==> src/rtl/l2fwd_pkg.sv <==
package l2fwd_pkg;
  localparam int unsigned MAC_W = 48;
  localparam int unsigned GRP_BIT = MAC_W - 8;

  typedef enum logic [1:0] {
    SEL_HIT    = 2'd0,
    SEL_FREE   = 2'd1,
    SEL_VICTIM = 2'd2
  } slotSel_e;

  typedef struct packed {
    logic     learnWr;
    slotSel_e learnSel;
    logic     grpWr;
    logic     grpUseHit;
    logic     grpKeep;
  } ctlStrb_t;
endpackage

==> src/rtl/l2fwd_dp.sv <==
module l2fwd_dp
  import l2fwd_pkg::*;
#(
  parameter int unsigned NUM_PORTS = 4,
  parameter int unsigned TBL_DEPTH = 16,
  parameter int unsigned GRP_DEPTH = 4,
  localparam int unsigned PORT_W = (NUM_PORTS > 1) ? $clog2(NUM_PORTS) : 1,
  localparam int unsigned IDX_W = (TBL_DEPTH > 1) ? $clog2(TBL_DEPTH) : 1,
  localparam int unsigned GIDX_W = (GRP_DEPTH > 1) ? $clog2(GRP_DEPTH) : 1
) (
  input  logic                 clk,
  input  logic                 rstN,
  input  ctlStrb_t             strb,
  input  logic [IDX_W-1:0]     victimIdx,
  input  logic [MAC_W-1:0]     dstMac,
  input  logic [MAC_W-1:0]     lrnMac,
  input  logic [PORT_W-1:0]    lrnPort,
  input  logic [MAC_W-1:0]     grpWrMac,
  input  logic [NUM_PORTS-1:0] grpWrMask,
  output logic                 dstHit,
  output logic [PORT_W-1:0]    dstPort,
  output logic                 srcHit,
  output logic                 freeAvail,
  output logic                 grpHit,
  output logic [NUM_PORTS-1:0] grpMask,
  output logic                 grpWrHit,
  output logic                 grpFreeAvail
);
  logic                 tblVal  [TBL_DEPTH];
  logic [MAC_W-1:0]     tblMac  [TBL_DEPTH];
  logic [PORT_W-1:0]    tblPort [TBL_DEPTH];
  logic                 grpVal  [GRP_DEPTH];
  logic [MAC_W-1:0]     grpMac  [GRP_DEPTH];
  logic [NUM_PORTS-1:0] grpMsk  [GRP_DEPTH];

  logic [TBL_DEPTH-1:0] dstMatch, srcMatch;
  logic [GRP_DEPTH-1:0] gDstMatch, gWrMatch;
  logic [IDX_W-1:0]     srcIdx, freeIdx, lrnIdx;
  logic [GIDX_W-1:0]    gWrIdx, gFreeIdx, gIdx;

  // Parallel compare of every entry against both addresses
  for (genvar e = 0; e < TBL_DEPTH; e++) begin : gTblCmp
    assign dstMatch[e] = tblVal[e] && (tblMac[e] == dstMac);
    assign srcMatch[e] = tblVal[e] && (tblMac[e] == lrnMac);
  end

  for (genvar e = 0; e < GRP_DEPTH; e++) begin : gGrpCmp
    assign gDstMatch[e] = grpVal[e] && (grpMac[e] == dstMac);
    assign gWrMatch[e]  = grpVal[e] && (grpMac[e] == grpWrMac);
  end

  // Lowest-index encoders
  always_comb begin
    dstHit    = |dstMatch;
    srcHit    = |srcMatch;
    dstPort   = '0;
    srcIdx    = '0;
    freeIdx   = '0;
    freeAvail = 1'b0;
    for (int i = TBL_DEPTH - 1; i >= 0; i--) begin
      if (dstMatch[i]) dstPort = tblPort[i];
      if (srcMatch[i]) srcIdx = IDX_W'(i);
      if (!tblVal[i]) begin
        freeIdx   = IDX_W'(i);
        freeAvail = 1'b1;
      end
    end
  end

  always_comb begin
    grpHit       = |gDstMatch;
    grpWrHit     = |gWrMatch;
    grpMask      = '0;
    gWrIdx       = '0;
    gFreeIdx     = '0;
    grpFreeAvail = 1'b0;
    for (int i = GRP_DEPTH - 1; i >= 0; i--) begin
      if (gDstMatch[i]) grpMask = grpMsk[i];
      if (gWrMatch[i]) gWrIdx = GIDX_W'(i);
      if (!grpVal[i]) begin
        gFreeIdx     = GIDX_W'(i);
        grpFreeAvail = 1'b1;
      end
    end
  end

  always_comb begin
    unique case (strb.learnSel)
      SEL_HIT:  lrnIdx = srcIdx;
      SEL_FREE: lrnIdx = freeIdx;
      default:  lrnIdx = victimIdx;
    endcase
    gIdx = strb.grpUseHit ? gWrIdx : gFreeIdx;
  end

  always_ff @(posedge clk) begin
    if (!rstN) begin
      for (int i = 0; i < TBL_DEPTH; i++) begin
        tblVal[i]  <= 1'b0;
        tblMac[i]  <= '0;
        tblPort[i] <= '0;
      end
    end else if (strb.learnWr) begin
      tblVal[lrnIdx]  <= 1'b1;
      tblMac[lrnIdx]  <= lrnMac;
      tblPort[lrnIdx] <= lrnPort;
    end
  end

  always_ff @(posedge clk) begin
    if (!rstN) begin
      for (int i = 0; i < GRP_DEPTH; i++) begin
        grpVal[i] <= 1'b0;
        grpMac[i] <= '0;
        grpMsk[i] <= '0;
      end
    end else if (strb.grpWr) begin
      grpVal[gIdx] <= strb.grpKeep;
      grpMac[gIdx] <= grpWrMac;
      grpMsk[gIdx] <= grpWrMask;
    end
  end
endmodule

==> src/rtl/l2fwd_ctrl.sv <==
module l2fwd_ctrl
  import l2fwd_pkg::*;
#(
  parameter int unsigned NUM_PORTS = 4,
  parameter int unsigned TBL_DEPTH = 16,
  localparam int unsigned PORT_W = (NUM_PORTS > 1) ? $clog2(NUM_PORTS) : 1,
  localparam int unsigned IDX_W = (TBL_DEPTH > 1) ? $clog2(TBL_DEPTH) : 1
) (
  input  logic                 clk,
  input  logic                 rstN,
  input  logic                 cfgFloodUnknown,
  input  logic                 reqValid,
  input  logic [PORT_W-1:0]    reqPort,
  input  logic [MAC_W-1:0]     reqDst,
  input  logic [MAC_W-1:0]     reqSrc,
  input  logic                 grpWrEn,
  input  logic [NUM_PORTS-1:0] grpWrMask,
  input  logic                 dstHit,
  input  logic [PORT_W-1:0]    dstPort,
  input  logic                 srcHit,
  input  logic                 freeAvail,
  input  logic                 grpHit,
  input  logic [NUM_PORTS-1:0] grpMask,
  input  logic                 grpWrHit,
  input  logic                 grpFreeAvail,
  output ctlStrb_t             strb,
  output logic [IDX_W-1:0]     victimIdx,
  output logic                 reqReady,
  output logic                 rspValid,
  output logic [NUM_PORTS-1:0] rspMask,
  output logic                 rspDrop
);
  localparam logic [NUM_PORTS-1:0] ALL_PORTS = '1;
  localparam logic [NUM_PORTS-1:0] ONE_PORT  = {{(NUM_PORTS-1){1'b0}}, 1'b1};
  localparam logic [IDX_W-1:0]     LAST_IDX  = IDX_W'(TBL_DEPTH - 1);

  logic                 readyQ;
  logic                 accept;
  logic                 isBcast, isMcast;
  logic [NUM_PORTS-1:0] fwdRaw, fwdMask;

  assign reqReady = readyQ;
  assign accept   = reqValid && readyQ;

  // Forwarding decision, made against the table before this header learns
  always_comb begin
    isBcast = &reqDst;
    isMcast = reqDst[GRP_BIT] && !isBcast;
    if (isBcast)      fwdRaw = ALL_PORTS;
    else if (isMcast) fwdRaw = grpHit ? grpMask : '0;
    else if (dstHit)  fwdRaw = ONE_PORT << dstPort;
    else              fwdRaw = cfgFloodUnknown ? ALL_PORTS : '0;
    fwdMask = fwdRaw & ~(ONE_PORT << reqPort);
  end

  // Strobes to the datapath: source learning and group table writes
  always_comb begin
    strb = '0;
    strb.learnSel = SEL_HIT;
    if (accept && !reqSrc[GRP_BIT]) begin
      strb.learnWr = 1'b1;
      if (srcHit)         strb.learnSel = SEL_HIT;
      else if (freeAvail) strb.learnSel = SEL_FREE;
      else                strb.learnSel = SEL_VICTIM;
    end
    if (grpWrEn) begin
      if (grpWrHit) begin
        strb.grpWr     = 1'b1;
        strb.grpUseHit = 1'b1;
        strb.grpKeep   = |grpWrMask;
      end else if ((|grpWrMask) && grpFreeAvail) begin
        strb.grpWr   = 1'b1;
        strb.grpKeep = 1'b1;
      end
    end
  end

  always_ff @(posedge clk) begin
    if (!rstN) begin
      readyQ    <= 1'b0;
      rspValid  <= 1'b0;
      rspMask   <= '0;
      rspDrop   <= 1'b0;
      victimIdx <= '0;
    end else begin
      readyQ   <= 1'b1;
      rspValid <= accept;
      rspMask  <= accept ? fwdMask : '0;
      rspDrop  <= accept && (fwdMask == '0);
      if (strb.learnWr && strb.learnSel == SEL_VICTIM)
        victimIdx <= (victimIdx == LAST_IDX) ? '0 : victimIdx + 1'b1;
    end
  end
endmodule

==> src/rtl/l2_fwd_engine.sv <==
module l2_fwd_engine
  import l2fwd_pkg::*;
#(
  parameter int unsigned NUM_PORTS = 4,
  parameter int unsigned TBL_DEPTH = 16,
  parameter int unsigned GRP_DEPTH = 4,
  localparam int unsigned PORT_W = (NUM_PORTS > 1) ? $clog2(NUM_PORTS) : 1
) (
  input  logic                 clk,
  input  logic                 rstN,
  input  logic                 cfgFloodUnknown,
  input  logic                 reqValid,
  output logic                 reqReady,
  input  logic [PORT_W-1:0]    reqPort,
  input  logic [47:0]          reqDst,
  input  logic [47:0]          reqSrc,
  input  logic                 grpWrEn,
  input  logic [47:0]          grpWrMac,
  input  logic [NUM_PORTS-1:0] grpWrMask,
  output logic                 rspValid,
  output logic [NUM_PORTS-1:0] rspMask,
  output logic                 rspDrop
);
  localparam int unsigned IDX_W = (TBL_DEPTH > 1) ? $clog2(TBL_DEPTH) : 1;

  ctlStrb_t             strb;
  logic [IDX_W-1:0]     victimIdx;
  logic                 dstHit, srcHit, freeAvail;
  logic [PORT_W-1:0]    dstPort;
  logic                 grpHit, grpWrHit, grpFreeAvail;
  logic [NUM_PORTS-1:0] grpMask;

  l2fwd_ctrl #(.NUM_PORTS(NUM_PORTS), .TBL_DEPTH(TBL_DEPTH)) ctrl_i (
    .clk(clk), .rstN(rstN), .cfgFloodUnknown(cfgFloodUnknown),
    .reqValid(reqValid), .reqPort(reqPort), .reqDst(reqDst), .reqSrc(reqSrc),
    .grpWrEn(grpWrEn), .grpWrMask(grpWrMask),
    .dstHit(dstHit), .dstPort(dstPort), .srcHit(srcHit), .freeAvail(freeAvail),
    .grpHit(grpHit), .grpMask(grpMask), .grpWrHit(grpWrHit),
    .grpFreeAvail(grpFreeAvail),
    .strb(strb), .victimIdx(victimIdx), .reqReady(reqReady),
    .rspValid(rspValid), .rspMask(rspMask), .rspDrop(rspDrop)
  );

  l2fwd_dp #(.NUM_PORTS(NUM_PORTS), .TBL_DEPTH(TBL_DEPTH), .GRP_DEPTH(GRP_DEPTH)) dp_i (
    .clk(clk), .rstN(rstN), .strb(strb), .victimIdx(victimIdx),
    .dstMac(reqDst), .lrnMac(reqSrc), .lrnPort(reqPort),
    .grpWrMac(grpWrMac), .grpWrMask(grpWrMask),
    .dstHit(dstHit), .dstPort(dstPort), .srcHit(srcHit), .freeAvail(freeAvail),
    .grpHit(grpHit), .grpMask(grpMask), .grpWrHit(grpWrHit),
    .grpFreeAvail(grpFreeAvail)
  );
endmodule

==> config.mk <==
export PLATFORM = sky130hd
export DESIGN_NAME = l2_fwd_engine
export DESIGN_NICKNAME = d
export VERILOG_FILES = /design/src/rtl/l2fwd_pkg.sv /design/src/rtl/l2fwd_dp.sv /design/src/rtl/l2fwd_ctrl.sv /design/src/rtl/l2_fwd_engine.sv
export SDC_FILE = /design/constraint.sdc
export NUM_CORES = 2
export LEC_CHECK = 0
export BUFFER_PORTS_ARGS = -buffer_cell sky130_fd_sc_hd__buf_4
export CORE_MARGIN = 4
export CORE_UTILIZATION = 65
export CTS_CLUSTER_SIZE = 12
export DETAILED_ROUTE_END_ITERATION = 7
export HOLD_SLACK_MARGIN = 0.06
export PLACE_DENSITY = 0.87
export SYNTH_ARGS = -nofsm -noshare
export SYNTH_HDL_FRONTEND = slang
export SYNTH_HIERARCHICAL = 1
export SYNTH_SLANG_ARGS = --single-unit
==> constraint.sdc <==
create_clock -name clk -period 23.9 [get_ports clk]
set_input_delay 2.39 -clock clk [delete_from_list [all_inputs] [get_ports clk]]
set_output_delay 2.39 -clock clk [all_outputs]
set_load 0.01 [all_outputs]
; Word-level counts from Yosys, hierarchy flattened
; Memory sizes are Yosys's and may differ from the RTL's.
; Cells that the tools add are included.
[totals]
latch_bits = 0
rom_bits = 0
reg_bits = 11
word_cells = 244
n_memories = 6
ram_bits = 1028
[mem_list]
columns = memory, words, word_bits, rd, rd_clocked_by_memory_dff, wr, line
row1 = dp_i.tblMac, 16, 48, 16, 0, 16, l2fwd_dp.sv:30  ; logic [MAC_W-1:0] tblMac [TBL_DEPTH];
row2 = dp_i.grpMac, 4, 48, 4, 0, 4, l2fwd_dp.sv:33  ; logic [MAC_W-1:0] grpMac [GRP_DEPTH];
row3 = dp_i.tblPort, 16, 2, 16, 0, 16, l2fwd_dp.sv:31  ; logic [PORT_W-1:0] tblPort [TBL_DEPTH];
row4 = dp_i.grpMsk, 4, 4, 4, 0, 4, l2fwd_dp.sv:34  ; logic [NUM_PORTS-1:0] grpMsk [GRP_DEPTH];
row5 = dp_i.tblVal, 16, 1, 16, 0, 16, l2fwd_dp.sv:29  ; logic tblVal [TBL_DEPTH];
row6 = dp_i.grpVal, 4, 1, 4, 0, 4, l2fwd_dp.sv:32  ; logic grpVal [GRP_DEPTH];
[op_classes]
n_mux = 122
add_sub_neg = 1
n_eq_ne = 43
order_cmp = 0
div_mod_pow = 0
n_shift = 2
n_mul = 0
n_bitwise = 2
n_reduce_logical = 63
[ops]
columns = cell, count
row1 = $eq A48 B48 Y1, 40
row2 = $mux W4, 46
row3 = $mux W48, 2
row4 = $reduce_or A48 Y1, 2
row5 = $mux W2, 31
row6 = $reduce_and A48 Y1, 1
row7 = $logic_and A1 B1 Y1, 46
row8 = $mux W1, 40
row9 = $reduce_or A16 Y1, 2
row10 = $reduce_or A4 Y1, 4
row11 = $pmux W4 S2, 1
row12 = $shl A1 B2 Y4 const A, 2
row13 = $mux W3, 2
row14 = $add A4 B1 Y4 const B, 1
row15 = $and A4 B4 Y4, 1
row16 = $eq A4 B4 Y1 const B, 1
row17 = $logic_not A4 Y1, 1
row18 = $not A4 Y4, 1
row19 = $eq A2 B1 Y1 const B, 1
row20 = $eq A2 B2 Y1 const B, 1
row21 = $logic_not A1 Y1, 2
row22 = $logic_not A2 Y1, 1
row23 = $reduce_and A2 Y1, 1
row24 = $reduce_or A1 Y1, 2
row25 = $reduce_or A2 Y1, 1

; Logic depth before layout (Yosys ltp)
[logic_depth]
ltp_word = 25
ltp_mapped = 20
ltp_nobuf = 15

; Modules after synthesis
; Netlist, hierarchy kept.
[modules_own_cells]
columns = mod, seq_area_each_um2, cells_per_inst, instances, area_per_inst_um2
row1 = l2fwd_dp, 30679.4, 5525, 1, 62625.1
row2 = l2fwd_ctrl, 220.2, 89, 1, 733.2

; Least setup slack after synthesis
; No wires, ideal clock.
[synth_timing]
path_kind = input to register
startpoint = input port grpWrMac[18]
endpoint = memory dp_i.grpMac[3][0], enable pin
path_stages = 13
n_path_buf = 2
required_time_ps = 23357
t_arrival_ps = 8596
slack_ps = 14761
path_cell_list = buf_2 -> nor2b_1 -> a2111oi_0 -> o2111ai_1 -> nor3_1 -> nand4_1 -> or4_1 -> and2_1 -> nand3_1 -> o21a_1 -> clkbuf_1 -> inv_1 -> o31ai_1
[synth_lines]
columns = item, line
row1 = start: declaration, l2_fwd_engine.sv:18  ; input logic [47:0] grpWrMac,
row2 = end: declaration, l2fwd_dp.sv:33

==> flow_metrics.tcl <==
set metrics [dict create \
    async_reset_ff_share_pct 0 \
    io_pins 162 \
    cts_setup_buffers 0 \
    path_depth 18 \
    grt_max_degree 75 \
    worst_slew_pin_slew_ns 1.47 \
    fin_crit_sh_pct 41.8 \
    drc_errors 104 \
    grt_pass1_vias 48877 \
    drt_iter0_drc 10831 \
    critPathRequiredTime_ns 24.23 \
    nNetsFinal 5681 \
    netlist-cell-type-count 88 \
    crit_end "dp_i/tblMac[0][36]" \
    ff2ff_path_depth 17 \
    chipWidth_um 320 \
    ys_warn_count 6 \
    r2r_end "dp_i/tblMac[0][36]" \
    hpwl_mm 173 \
    wl_per_cell_um 39.7 \
    fin_ws_ns 13.90 \
    slew_headroom_pct 1.15 \
    fin_tns_setup_ns 0 \
    drive_above_1_share_pct 9.01 \
    numCtsBuffers 110 \
    grt_pass1_wl_mm 371 \
    final-hold-violation-count 0 \
    cellLeakagePower_uw 0.0243 \
    drv_cap 1 \
    gp_congestion 1.09 \
    reg2reg_from "dp_i/tblMac[8][0]" \
    crit_start "reqSrc[42]" \
    path_class "input pin to flip-flop" \
    num_vias 51669 \
    area_growth_pct 7.58 \
    layout.cells.non_filler 6903 \
    placementRows 114 \
    post_cts_resized 0 \
    crit_buf_inv 5 \
    syn_area_sq_um 63400 \
    multi_input_area_sq_um 29500 \
    ant_nets 0 \
    final_common_cell "xor2_1" \
    final_cell_mix "xor2_1 (1049), edfxtp_1 (1009), and2_1 (739)" \
    synth-edff-count 1009 \
    powerDensity_nw_per_um2 66.5 \
    grt_overflow 0 \
    cp_slowest_cell "nor3_2" \
    syn_inst 5614 \
    cts_root_buffer "clkbuf_16" \
    cts_tree "done" \
    path_common_cell "buf_4" \
    grt_util_all_layers_pct 52.0 \
    r2r_setup_slack_ns 16.40 \
    start_util_pct 65.5 \
    worstPathCellList "buf_4 > clkinv_1 > o2111ai_1 > nor4_1 > nand4_1 > o22ai_1 > nor4_1 > nand3_1 > nor3_2 > inv_1 > nand3_1 > o32ai_1 > nor2_1 > o211ai_1 > buf_4 > buf_4 > nor3_2 > nand2b_2" \
    yosysSeqAreaShare_pct 48.8 \
    skew_ns 0.0390 \
    postRouteWirelength_mm 274 \
    synthFlopType "edfxtp_1" \
    syn_area_per_cell_sq_um 11.3 \
    critical-path-top-delay-family "simple AND/OR/NAND/NOR gates" \
    peakVddDrop_uv 84.6 \
    finalSetupViolCount 0 \
    rsz0062_at_grt "no" \
    status "finished, violations left" \
    clock.fmax_mhz 100 \
    clkLatencyLatePin_ns 0.74 \
    clk_pin_slew_ns 0.06 \
    grt_antenna_before_repair 17 \
    register_area_sq_um 30900 \
    die-height_um 320 \
    die_area_sq_um 103000 \
    cp_max_fo 59 \
    start_kind "input pin" \
    cts_htree_levels 3 \
    cp-end-kind "flip-flop" \
    vias_per_cell 7.49 \
    clock-sinks 1039 \
    portBuffers 161 \
    timing.final.crit_period_ns 10.0 \
    drv_slew 0 \
    clockBufferDepth 3 \
    core_area_sq_um 96700 \
    place_ws_ns 13.81 \
    fill_cells 6844 \
    hold_class "flip-flop to flip-flop" \
    critPathArrivalTime_ns 10.33 \
    yosys_register_bits 1039 \
    synthesis.nets 5770 \
    post-place-cells 6688 \
    power_uw 4530 \
    max_stage_delay_ns 1.18 \
    placed_cell_area_sq_um 64600 \
    first_pass_iters 8 \
    cts_hold_buf 0 \
    final_area_sq_um 68200 \
    violations "design-rule violations, max-capacitance violations" \
]
-- sequential cells by signal (all words and copies together) (netlist names) --
name / count
ctrl_i/victimIdx: 4
dp_i/tblMac: 768
ctrl_i/rspValid: 1
dp_i/grpMsk: 16
ctrl_i/rspDrop: 1
dp_i/tblPort: 32
ctrl_i/reqReady: 1
ctrl_i/rspMask: 4
dp_i/tblVal: 16
dp_i/grpMac: 192
dp_i/grpVal: 4
-- through the flow --
step                util (%)  hold slack (ns)
finish                  70.5            0.531
global route            70.5            0.555
CTS                     70.4            0.525
detailed placement      66.8            0.512
global placement        66.8            0.497
floorplan                  -            0.468
-- layout make-up --
class                      count  share of cell area [%]
multi-input combinational   3944                    43.3
tap                         1276                    2.34
inverter                     147                   0.810
antenna                        9                  0.0330
clock inverter                47                   0.580
timing repair buffer         283                    3.12
sequential                  1039                    45.3
clock buffer                 158                    4.53
-- power breakdown --
group          total, uW  switching [uW]  internal [uW]
clock               1700             745            958
sequential          2160            79.2           2080
combinational        669             474            195
total               4530            1300           3230
-- cell families (layout without fill, tap and decap cells) --
family	after synthesis	count (layout)	share of synthesized area [%]
muxes	11	11	0.174
DFF	1039	1039	48.8
other	0	9	0
buffers and inverters	631	635	4.86
adders and majority gates	1	1	0.0197
and+or+nand+nor	1895	1895	18.5
AOI/OAI and AO/OA	294	294	3.53
xor gates and xnor gates	1743	1743	24.1
-- tightest hold or removal path, cell delays in order (launching register included) --
cell and delay (ns):
dfxtp_1 0.34, nand2_1 0.07, o22ai_1 0.07
-- routing by layer --
| layer | part of all wire [%] | vias up | global-route usage, % | wire [um] |
|---|---|---|---|---|
| met3 | 20 | 1848 | 24.9 | 53900 |
| met5 | 0.054 | - | 1.06 | 148 |
| met1 | 31 | 24513 | 63.4 | 84300 |
| met4 | 12 | 10 | 42.2 | 31800 |
| met2 | 38 | 5679 | 69.7 | 104000 |
| li1 | - | 19619 | - | - |
-- cell usage after synthesis (all sizes together), types with 8 or more instances --
| library cell | count | share of area [%] |
|---|---|---|
| nand3b | 8 | 0.095 |
| nand2 | 58 | 0.34 |
| a221oi | 19 | 0.26 |
| nor2b | 12 | 0.12 |
| and3 | 40 | 0.39 |
| nor3 | 60 | 0.55 |
| nand2b | 53 | 0.52 |
| and2 | 739 | 7.3 |
| o2bb2ai | 21 | 0.29 |
| a2111oi | 8 | 0.16 |
| xnor2 | 694 | 9.6 |
| nor4 | 534 | 5.4 |
| a21o | 18 | 0.21 |
| clkinv | 9 | 0.053 |
| nand3 | 58 | 0.47 |
| a221o | 10 | 0.16 |
| o211ai | 8 | 0.095 |
| clkbuf | 219 | 1.3 |
| edfxtp | 1009 | 48 |
| xor2 | 1049 | 15 |
| a22o | 12 | 0.17 |
| a31oi | 9 | 0.099 |
| a21oi | 39 | 0.32 |
| o22ai | 46 | 0.45 |
| nand4 | 236 | 2.3 |
| inv | 138 | 0.82 |
| o221ai | 11 | 0.15 |
| o2111ai | 13 | 0.18 |
| buf | 265 | 2.7 |
| dfxtp | 30 | 0.95 |
| o21ai | 31 | 0.29 |
| or4 | 14 | 0.17 |
| a22oi | 10 | 0.12 |
| mux2i | 11 | 0.17 |
| nor2 | 52 | 0.31 |
-- how the worst min path moves through the flow --
stage | start | endpoint | slack, ns | cells past startpoint
after detailed placement | ctrl_i/victimIdx[3] | ctrl_i/victimIdx[3] | 0.51 | 2
after floorplan | ctrl_i/victimIdx[3] | ctrl_i/victimIdx[3] | 0.47 | 2
after global placement | ctrl_i/victimIdx[3] | ctrl_i/victimIdx[3] | 0.50 | 2
after global routing | ctrl_i/victimIdx[3] | ctrl_i/victimIdx[3] | 0.56 | 2
final | ctrl_i/victimIdx[3] | ctrl_i/victimIdx[3] | 0.53 | 2
after CTS | ctrl_i/victimIdx[3] | ctrl_i/victimIdx[3] | 0.52 | 2
No activity file was read; power rests on OpenSTA's default activity.
